**src/rtl/page_copy_dma_pkg.sv**
```systemverilog
package page_copy_dma_pkg;
  localparam int unsigned ADDR_W = 16;
  localparam int unsigned DATA_W = 8;
  localparam int unsigned OFF_W  = ADDR_W - DATA_W;

  typedef logic [ADDR_W-1:0] addr_t;
  typedef logic [DATA_W-1:0] data_t;
  typedef logic [OFF_W-1:0]  off_t;

  typedef enum logic [1:0] {
    PH_IDLE  = 2'd0,
    PH_READ  = 2'd1,
    PH_WRITE = 2'd2
  } phase_t;

  // Source address of one byte: page in the high part, offset in the low part.
  function automatic addr_t src_addr(data_t page, off_t off);
    return {page, off};
  endfunction

  // True when the offset points at the final byte of the page.
  function automatic logic is_last(off_t off);
    return &off;
  endfunction

  function automatic off_t next_off(off_t off);
    return off + off_t'(1);
  endfunction
endpackage

```
**src/rtl/page_copy_dma_trigger.sv**
```systemverilog
module page_copy_dma_trigger
  import page_copy_dma_pkg::*;
#(
  parameter addr_t TRIG_ADDR = 16'h4014
) (
  input  logic  cpu_ce,
  input  logic  snoop_we,
  input  addr_t snoop_addr,
  input  logic  engine_idle,
  output logic  fire
);
  logic hit;
  assign hit  = snoop_we && (snoop_addr == TRIG_ADDR);
  assign fire = cpu_ce && hit && engine_idle;
endmodule

```
**src/rtl/page_copy_dma_seq.sv**
```systemverilog
module page_copy_dma_seq
  import page_copy_dma_pkg::*;
(
  input  logic   clk,
  input  logic   rst_n,
  input  logic   cpu_ce,
  input  logic   fire,
  input  data_t  page_in,
  input  data_t  rdata,
  output phase_t phase,
  output data_t  page,
  output off_t   off,
  output data_t  latch,
  output logic   done
);
  phase_t phase_q;
  data_t  page_q;
  off_t   off_q;
  data_t  latch_q;
  logic   done_q;

  logic step_read, step_write, finish;
  assign step_read  = cpu_ce && (phase_q == PH_READ);
  assign step_write = cpu_ce && (phase_q == PH_WRITE);
  assign finish     = step_write && is_last(off_q);

  always_ff @(posedge clk or negedge rst_n) begin
    if (!rst_n) begin
      phase_q <= PH_IDLE;
      page_q  <= '0;
      off_q   <= '0;
      latch_q <= '0;
      done_q  <= 1'b0;
    end else begin
      done_q <= finish;
      unique case (phase_q)
        PH_IDLE: begin
          if (fire) begin
            page_q  <= page_in;
            off_q   <= '0;
            phase_q <= PH_READ;
          end
        end
        PH_READ: begin
          if (step_read) begin
            latch_q <= rdata;
            phase_q <= PH_WRITE;
          end
        end
        PH_WRITE: begin
          if (finish) begin
            phase_q <= PH_IDLE;
          end else if (step_write) begin
            off_q   <= next_off(off_q);
            phase_q <= PH_READ;
          end
        end
        default: phase_q <= PH_IDLE;
      endcase
    end
  end

  assign phase = phase_q;
  assign page  = page_q;
  assign off   = off_q;
  assign latch = latch_q;
  assign done  = done_q;
endmodule

```
**src/rtl/page_copy_dma_busmux.sv**
```systemverilog
module page_copy_dma_busmux
  import page_copy_dma_pkg::*;
#(
  parameter addr_t DEST_ADDR = 16'h2004
) (
  input  phase_t phase,
  input  data_t  page,
  input  off_t   off,
  input  data_t  latch,
  output addr_t  m_addr,
  output data_t  m_wdata,
  output logic   m_we,
  output logic   m_en
);
  always_comb begin
    m_addr  = '0;
    m_wdata = '0;
    m_we    = 1'b0;
    m_en    = 1'b0;
    unique case (phase)
      PH_READ: begin
        m_addr = src_addr(page, off);
        m_en   = 1'b1;
      end
      PH_WRITE: begin
        m_addr  = DEST_ADDR;
        m_wdata = latch;
        m_we    = 1'b1;
        m_en    = 1'b1;
      end
      default: ;
    endcase
  end
endmodule

```
**src/rtl/page_copy_dma.sv**
```systemverilog
module page_copy_dma
  import page_copy_dma_pkg::*;
#(
  parameter addr_t TRIG_ADDR = 16'h4014,
  parameter addr_t DEST_ADDR = 16'h2004
) (
  input  logic              clk,
  input  logic              rst_n,
  input  logic              cpu_ce,
  input  logic [ADDR_W-1:0] snoop_addr,
  input  logic [DATA_W-1:0] snoop_wdata,
  input  logic              snoop_we,
  input  logic [DATA_W-1:0] m_rdata,
  output logic [ADDR_W-1:0] m_addr,
  output logic [DATA_W-1:0] m_wdata,
  output logic              m_we,
  output logic              m_en,
  output logic              cpu_halt,
  output logic              busy,
  output logic              done
);
  // Named internal events for the checker.
  logic   trig_fire;
  phase_t seq_phase;
  data_t  seq_page;
  off_t   seq_off;
  data_t  seq_latch;
  logic   engine_idle;

  assign engine_idle = (seq_phase == PH_IDLE);

  page_copy_dma_trigger #(.TRIG_ADDR(TRIG_ADDR)) u_trig (
    .cpu_ce      (cpu_ce),
    .snoop_we    (snoop_we),
    .snoop_addr  (snoop_addr),
    .engine_idle (engine_idle),
    .fire        (trig_fire)
  );

  page_copy_dma_seq u_seq (
    .clk     (clk),
    .rst_n   (rst_n),
    .cpu_ce  (cpu_ce),
    .fire    (trig_fire),
    .page_in (snoop_wdata),
    .rdata   (m_rdata),
    .phase   (seq_phase),
    .page    (seq_page),
    .off     (seq_off),
    .latch   (seq_latch),
    .done    (done)
  );

  page_copy_dma_busmux #(.DEST_ADDR(DEST_ADDR)) u_mux (
    .phase   (seq_phase),
    .page    (seq_page),
    .off     (seq_off),
    .latch   (seq_latch),
    .m_addr  (m_addr),
    .m_wdata (m_wdata),
    .m_we    (m_we),
    .m_en    (m_en)
  );

  assign cpu_halt = !engine_idle;
  assign busy     = !engine_idle;
endmodule

```
**config.mk**
```make
export PLATFORM = sky130hd
export DESIGN_NAME = page_copy_dma
export DESIGN_NICKNAME = d
export VERILOG_FILES = /design/src/rtl/page_copy_dma_pkg.sv /design/src/rtl/page_copy_dma_trigger.sv /design/src/rtl/page_copy_dma_seq.sv /design/src/rtl/page_copy_dma_busmux.sv /design/src/rtl/page_copy_dma.sv
export SDC_FILE = /design/constraint.sdc
export NUM_CORES = 1
export LEC_CHECK = 0
export ABC_CLOCK_PERIOD_IN_PS = 2200
export BUFFER_PORTS_ARGS = -buffer_cell sky130_fd_sc_hd__buf_2
export CAP_MARGIN = 20
export CORE_MARGIN = 10
export CORE_UTILIZATION = 40
export CTS_BUF_LIST = sky130_fd_sc_hd__clkbuf_2 sky130_fd_sc_hd__clkbuf_4 sky130_fd_sc_hd__clkbuf_8
export DETAILED_ROUTE_END_ITERATION = 8
export GPL_TIMING_DRIVEN = 1
export PLACE_DENSITY = 0.74
export SETUP_SLACK_MARGIN = 0.05
export SYNTH_ARGS = -nofsm -noshare
export SYNTH_HDL_FRONTEND = slang
export SYNTH_SLANG_ARGS = --single-unit
```
**constraint.sdc**
```tcl
create_clock -name clk -period 2.2 [get_ports clk]
set_input_delay 0.11 -clock clk [delete_from_list [all_inputs] [get_ports clk]]
set_output_delay 0.11 -clock clk [all_outputs]
set_load 0.1 [all_outputs]
```
Yosys cells after proc, flatten, opt, wreduce, memory -nomap -nowiden

Cells that the tools add are included.

Output and inout bits: 29
Register bits: 27
Logic and storage cells: 42

Multiplexer cells: 13
Reductions and logical operators: 15
Eq/ne operators: 8
Add/sub/neg operators: 1

Operators with widths:

| kind                                                                     | number |
|---|---|
| 8-bit 2-to-1 mux                                                         | 4 |
| 16-bit one-hot mux with 2 select lines                                   | 1 |
| 16-bit by 15-bit equality test with 1-bit output (second input constant) | 1 |
| 8-bit one-hot mux with 2 select lines                                    | 1 |
| 8-bit by 1-bit adder with 8-bit output (second input constant)           | 1 |
| 2-bit 2-to-1 mux                                                         | 4 |
| 2-bit inequality test (second input constant)                            | 4 |
| 8-bit AND reduction                                                      | 1 |
| 1-bit logical AND                                                        | 6 |
| 2-bit one-hot mux with 3 select lines                                    | 1 |
| 2-bit AND reduction                                                      | 2 |
| 4-bit AND reduction                                                      | 1 |
| 3-bit inequality test (second input constant)                            | 1 |
| 3-bit AND reduction                                                      | 1 |
| 2-bit by 1-bit equality test with 1-bit output (second input constant)   | 1 |
| 2-bit equality test (second input constant)                              | 1 |
| 2-bit zero test                                                          | 1 |
| 1-bit 2-to-1 mux                                                         | 2 |
| 2-bit nonzero test                                                       | 1 |
| 2-bit OR reduction                                                       | 1 |
| 1-bit zero test                                                          | 1 |

Longest topological paths before layout

Depth in word-level cells: 6
Gate-level depth with buffers: 7
Gate-level depth less buffers: 7

Modules after synthesis

A second synthesis with hierarchy kept.

Cell total of the unflattened synthesis: 152
Area total of the unflattened synthesis: 1461.4 µm²

By module, submodules not included:

| module                | area each (µm²) | times used | sequential area each (µm²) | cells each |
|---|---|---|---|---|
| page_copy_dma_seq     | 1167.4          | 1          | 675.6                      | 108 |
| page_copy_dma_busmux  | 216.5           | 1          | 0.0                        | 33 |
| page_copy_dma_trigger | 60.1            | 1          | 0.0                        | 8 |
| page_copy_dma         | 17.5            | 1          | 0.0                        | 3 |

Least setup slack after synthesis

Ideal clock, no wire load.

Path type: flip-flop to output port
From: reg u_seq.phase_q[0], in the netlist u_seq.phase[0]
To: out m_addr[13]
Buffers on the path: 1
Cell stages (with the launch flop): 6
Data required time: 2.090 ns
Arrival time: 3.112 ns
Slack: -1.022 ns
Cell sequence: dfrtp_1 -> inv_1 -> ha_1 -> clkbuf_1 -> a21oi_1 -> nor2b_1

Longest elaborated chain between the ends: 2
Elaborated cells between the ends (all ways): 3

RTL lines:

| element                                                                                      | line                       | RTL |
|---|---|---|
| from (decl)                                                                                  | page_copy_dma_seq.sv:16    | `phase_t phase_q;` |
| from (signal assigned)                                                                       | page_copy_dma_seq.sv:29    | `phase_q <= PH_IDLE;` |
| from (signal assigned)                                                                       | page_copy_dma_seq.sv:41    | `phase_q <= PH_READ;` |
| from (signal assigned)                                                                       | page_copy_dma_seq.sv:47    | `phase_q <= PH_WRITE;` |
| 2-bit equality test / 2-bit by 1-bit equality test with 1-bit output (equally long branches) | page_copy_dma_busmux.sv:20 | `unique case (phase)` |
| 16-bit one-hot mux with 2 select lines *                                                     | page_copy_dma_busmux.sv:20 |  |
| to (decl)                                                                                    | page_copy_dma.sv:14        | `output logic [ADDR_W-1:0] m_addr,` |

Every way passes the cells marked *; elsewhere a longest branch is shown, timed or not.

Final worst setup path

From: reg u_seq.phase_q[0], in the netlist u_seq.phase[0]
To: out m_wdata[5]

Longest elaborated chain between the ends: 2

RTL lines:

| element             | line                       | RTL |
|---|---|---|
| 2-bit equality test | page_copy_dma_busmux.sv:20 |  |
| 8-bit 2-to-1 mux    | page_copy_dma_busmux.sv:20 |  |
| to (decl)           | page_copy_dma.sv:15        | `output logic [DATA_W-1:0] m_wdata,` |

Every way passes these cells.

==> flow_summary.ini <==
[sta]
min_period_over_period_pct = 91.6
drv_slew = 0
relSlewSlack_pct = 60.2
fin_crit_ps = 2020
final-setup-viol-count = 0
rsz0062_at_grt = false
fin_tns_setup_ps = 0
hold_violations = 0
finalClockSkew_ps = 4.90
worst_pin_slew_ps = 597
clock.fmax_ghz = 0.496

[setup_path]
critPathBufInv = 2
crit_path_max_incr_delay_ps = 440
end_kind = output pin
arrival_ps = 1910
path_cells = inv_1 > ha_2 > and2_2 > buf_2
crit_slowest_cell = dfrtp_1
critPathKind = flip-flop to output pin
critPathTopFamily = buffers and inverters
critPathLaunchType = flip-flop
worstPathMaxFanout = 25
worst_ep_required_time_ps = 2090

[clock_network]
clock_path_buffers = 2
clockRootBuffer = clkbuf_8
cts_tree = done
path_clk_slew_ps = 90
postCtsSetupRepairBufs = 0
cts_buffers = 3
cts.sinks = 27
htree_levels = 1
insertion_delay_ps = 270

[synth]
synth_cells = 146
yosys.area.top_type_share_pct = 44.3
ys_ff_latch = 27
yosysWarnings = 0
ys_top_cells_by_area = dfrtp_1 (44%), mux2_2 (13%), and3_1 (5.7%)
synth_most_common_cell = dfrtp_1
yosys.cell_types.count = 35
ys_seq_area_share_pct = 44.3
synth_nets = 188
yosys.area.top_type = dfrtp_1
async_reset_ff_share_pct = 100
avgSynthCellArea_sq_um = 10.4
syn-cell-area_sq_mm = 0.00153
ys.flop_type = dfrtp_1
yosys-top-cells-count = dfrtp_1 (27), mux2_2 (17), and3_1 (14), nand2_1 (10)
synth_edf_count = 0

[die]
initial_core_util_pct = 41.7
ioPinCount = 65
die-area_sq_mm = 0.00668
die_h_um = 81.8
core-area_sq_mm = 0.00366
die_w_um = 81.8
rows = 22

[run]
cap_viol_max_count = 0

[drt]
dr.pass1.iters = 4
dr.max_layer_used = met4
m1WireLength_mm = 1.47
wire_per_inst_um = 14.9
dr_wl_met2_mm = 2.07
ant_nets = 0
wl_met3_um = 311
routed_via_density = 5.10
drc = 0
first_iter_violations = 111
num_vias = 1320
drt_wl_total_mm = 3.87

[power_and_ir_drop]
leakagePower_nw = 1.06
clockPowerShare_pct = 34.5
ir_drop_mv = 0.451
switching_share_pct = 19.9
pwr-share-comb_pct = 5.7
switching_power_uw = 165
seqPwrFrac_pct = 59.8
pwr_density_cell_mw_per_mm2 = 405
internal_power_uw = 664

[place]
port_buffers = 64
hpwl_mm = 3.04
gp_congestion = 0.790
dp.cells = 254
detailed_place.area_sq_mm = 0.00195

[global_routing]
grt_usage_pct = 11.5
gr-total-overflow = 0
grt_pass1_wl_mm = 6.13
grt_max_degree = 28
grt_antenna_before_repair = 0
first_global_vias = 1373

[layout]
area_growth_pct = 34.4
fin_cells = 259
diodes = 0
design_area_sq_mm = 0.00205
nFillCells = 331
final_nets = 254
drive_gt1_share_pct = 58.3

[outcome]
status = completed

[worst_hold_path]
hp-class = primary input to flip-flop
[layer usage]
metal | vias up | GRT usage (%)
li1 | 654 | -
met1 | 633 | 12.1
met3 | 2 | 5.24
met2 | 31 | 20.7
met4 | 0 | 2.04
met5 | - | 0
[what timing repair did]
| action | in CTS | in global routing |
|---|---|---|
| hold buffers | 1 | 0 |
| gates resized for setup | 0 | 16 |
| endpoints found under the hold margin | 27 | 0 |
| setup endpoints to repair | 0 | 16 |
[power by group through the flow]
stage	sequential [mW]	combinational (mW)	clock (mW)
6_report	0.496	0.0473	0.286
5_1_grt	0.496	0.0532	0.313
4_1_cts	0.496	0.0486	0.294
3_5_place_dp	0.506	0.0472	0
3_3_place_gp	0.506	0.0468	0
2_1_floorplan	0.506	0.00478	0
[worst register-to-register path, stage by stage (launching register included)]
cell and delay, ps:
dfrtp_1 440, inv_1 110, ha_2 440, nand3_2 170, o21a_1 230, nor4b_2 280, a311o_1 140
[through the flow]
stage | power, mW | setup slack (ps) | hold slack [ps] | util, %
3_3_place_gp | 0.553 | 413 | 160 | 53.3
3_5_place_dp | 0.553 | 345 | 154 | 53.3
5_1_grt | 0.863 | 66.8 | 63.2 | 56.0
4_1_cts | 0.838 | 135 | 62.2 | 54.9
6_report | 0.829 | 184 | 66.2 | 56.0
2_1_floorplan | 0.511 | 53.5 | -186 | -
[final cells by class]
class / count / area, sq um / area share, %
clock buffer: 4 / 48.8 / 2.38
inverter: 4 / 18.8 / 0.916
multi-input combinational: 109 / 861 / 42.0
sequential: 27 / 676 / 33.0
tap: 48 / 60.1 / 2.93
timing repair buffer: 67 / 385 / 18.8
[placed cells by master, fill, tap and decap left out, types with 4 or more instances in the layout]
| master | count |
|---|---|
| nand3_1 | 7 |
| o21ai_0 | 8 |
| dfrtp_1 | 27 |
| mux2_2 | 17 |
| a21oi_1 | 4 |
| ha_1 | 4 |
| nand2_1 | 10 |
| and3_2 | 14 |
| and2_2 | 8 |
| buf_2 | 48 |
| clkbuf_4 | 17 |
| nor2_1 | 5 |
[registers in the layout, summed over array words and instances (netlist names)]
signal and count:
u_seq.phase 2, u_seq.page 8, u_seq.done 1, u_seq.off 8
u_seq.latch 8
[final timing paths]
path                                     start              to  slack [ps]  cells past startpoint
min in group asynchronous                rst_n      u_seq.done         370                      2
worst min register to register  u_seq.latch[4]  u_seq.latch[4]         500                      1
worst max-delay path            u_seq.phase[0]      m_wdata[5]         180                      4
worst min-delay path                m_rdata[6]  u_seq.latch[6]          70                      2
worst max register to register  u_seq.phase[0]    u_seq.off[7]         340                      6
max in group asynchronous                rst_n  u_seq.latch[1]        1430                      2
[kinds of logic (layout without fill, tap and decap cells)]
logic type | Yosys count | count (layout) | synth area share, %
DFF | 27 | 27 | 44.3
buffers and inverters | 10 | 75 | 2.71
adders and majority gates | 6 | 6 | 4.92
and+or+nand+nor | 60 | 60 | 24.2
AOI/OAI and AO/OA | 26 | 26 | 11.3
muxes | 17 | 17 | 12.6
Power figures use the tool's default switching activity.
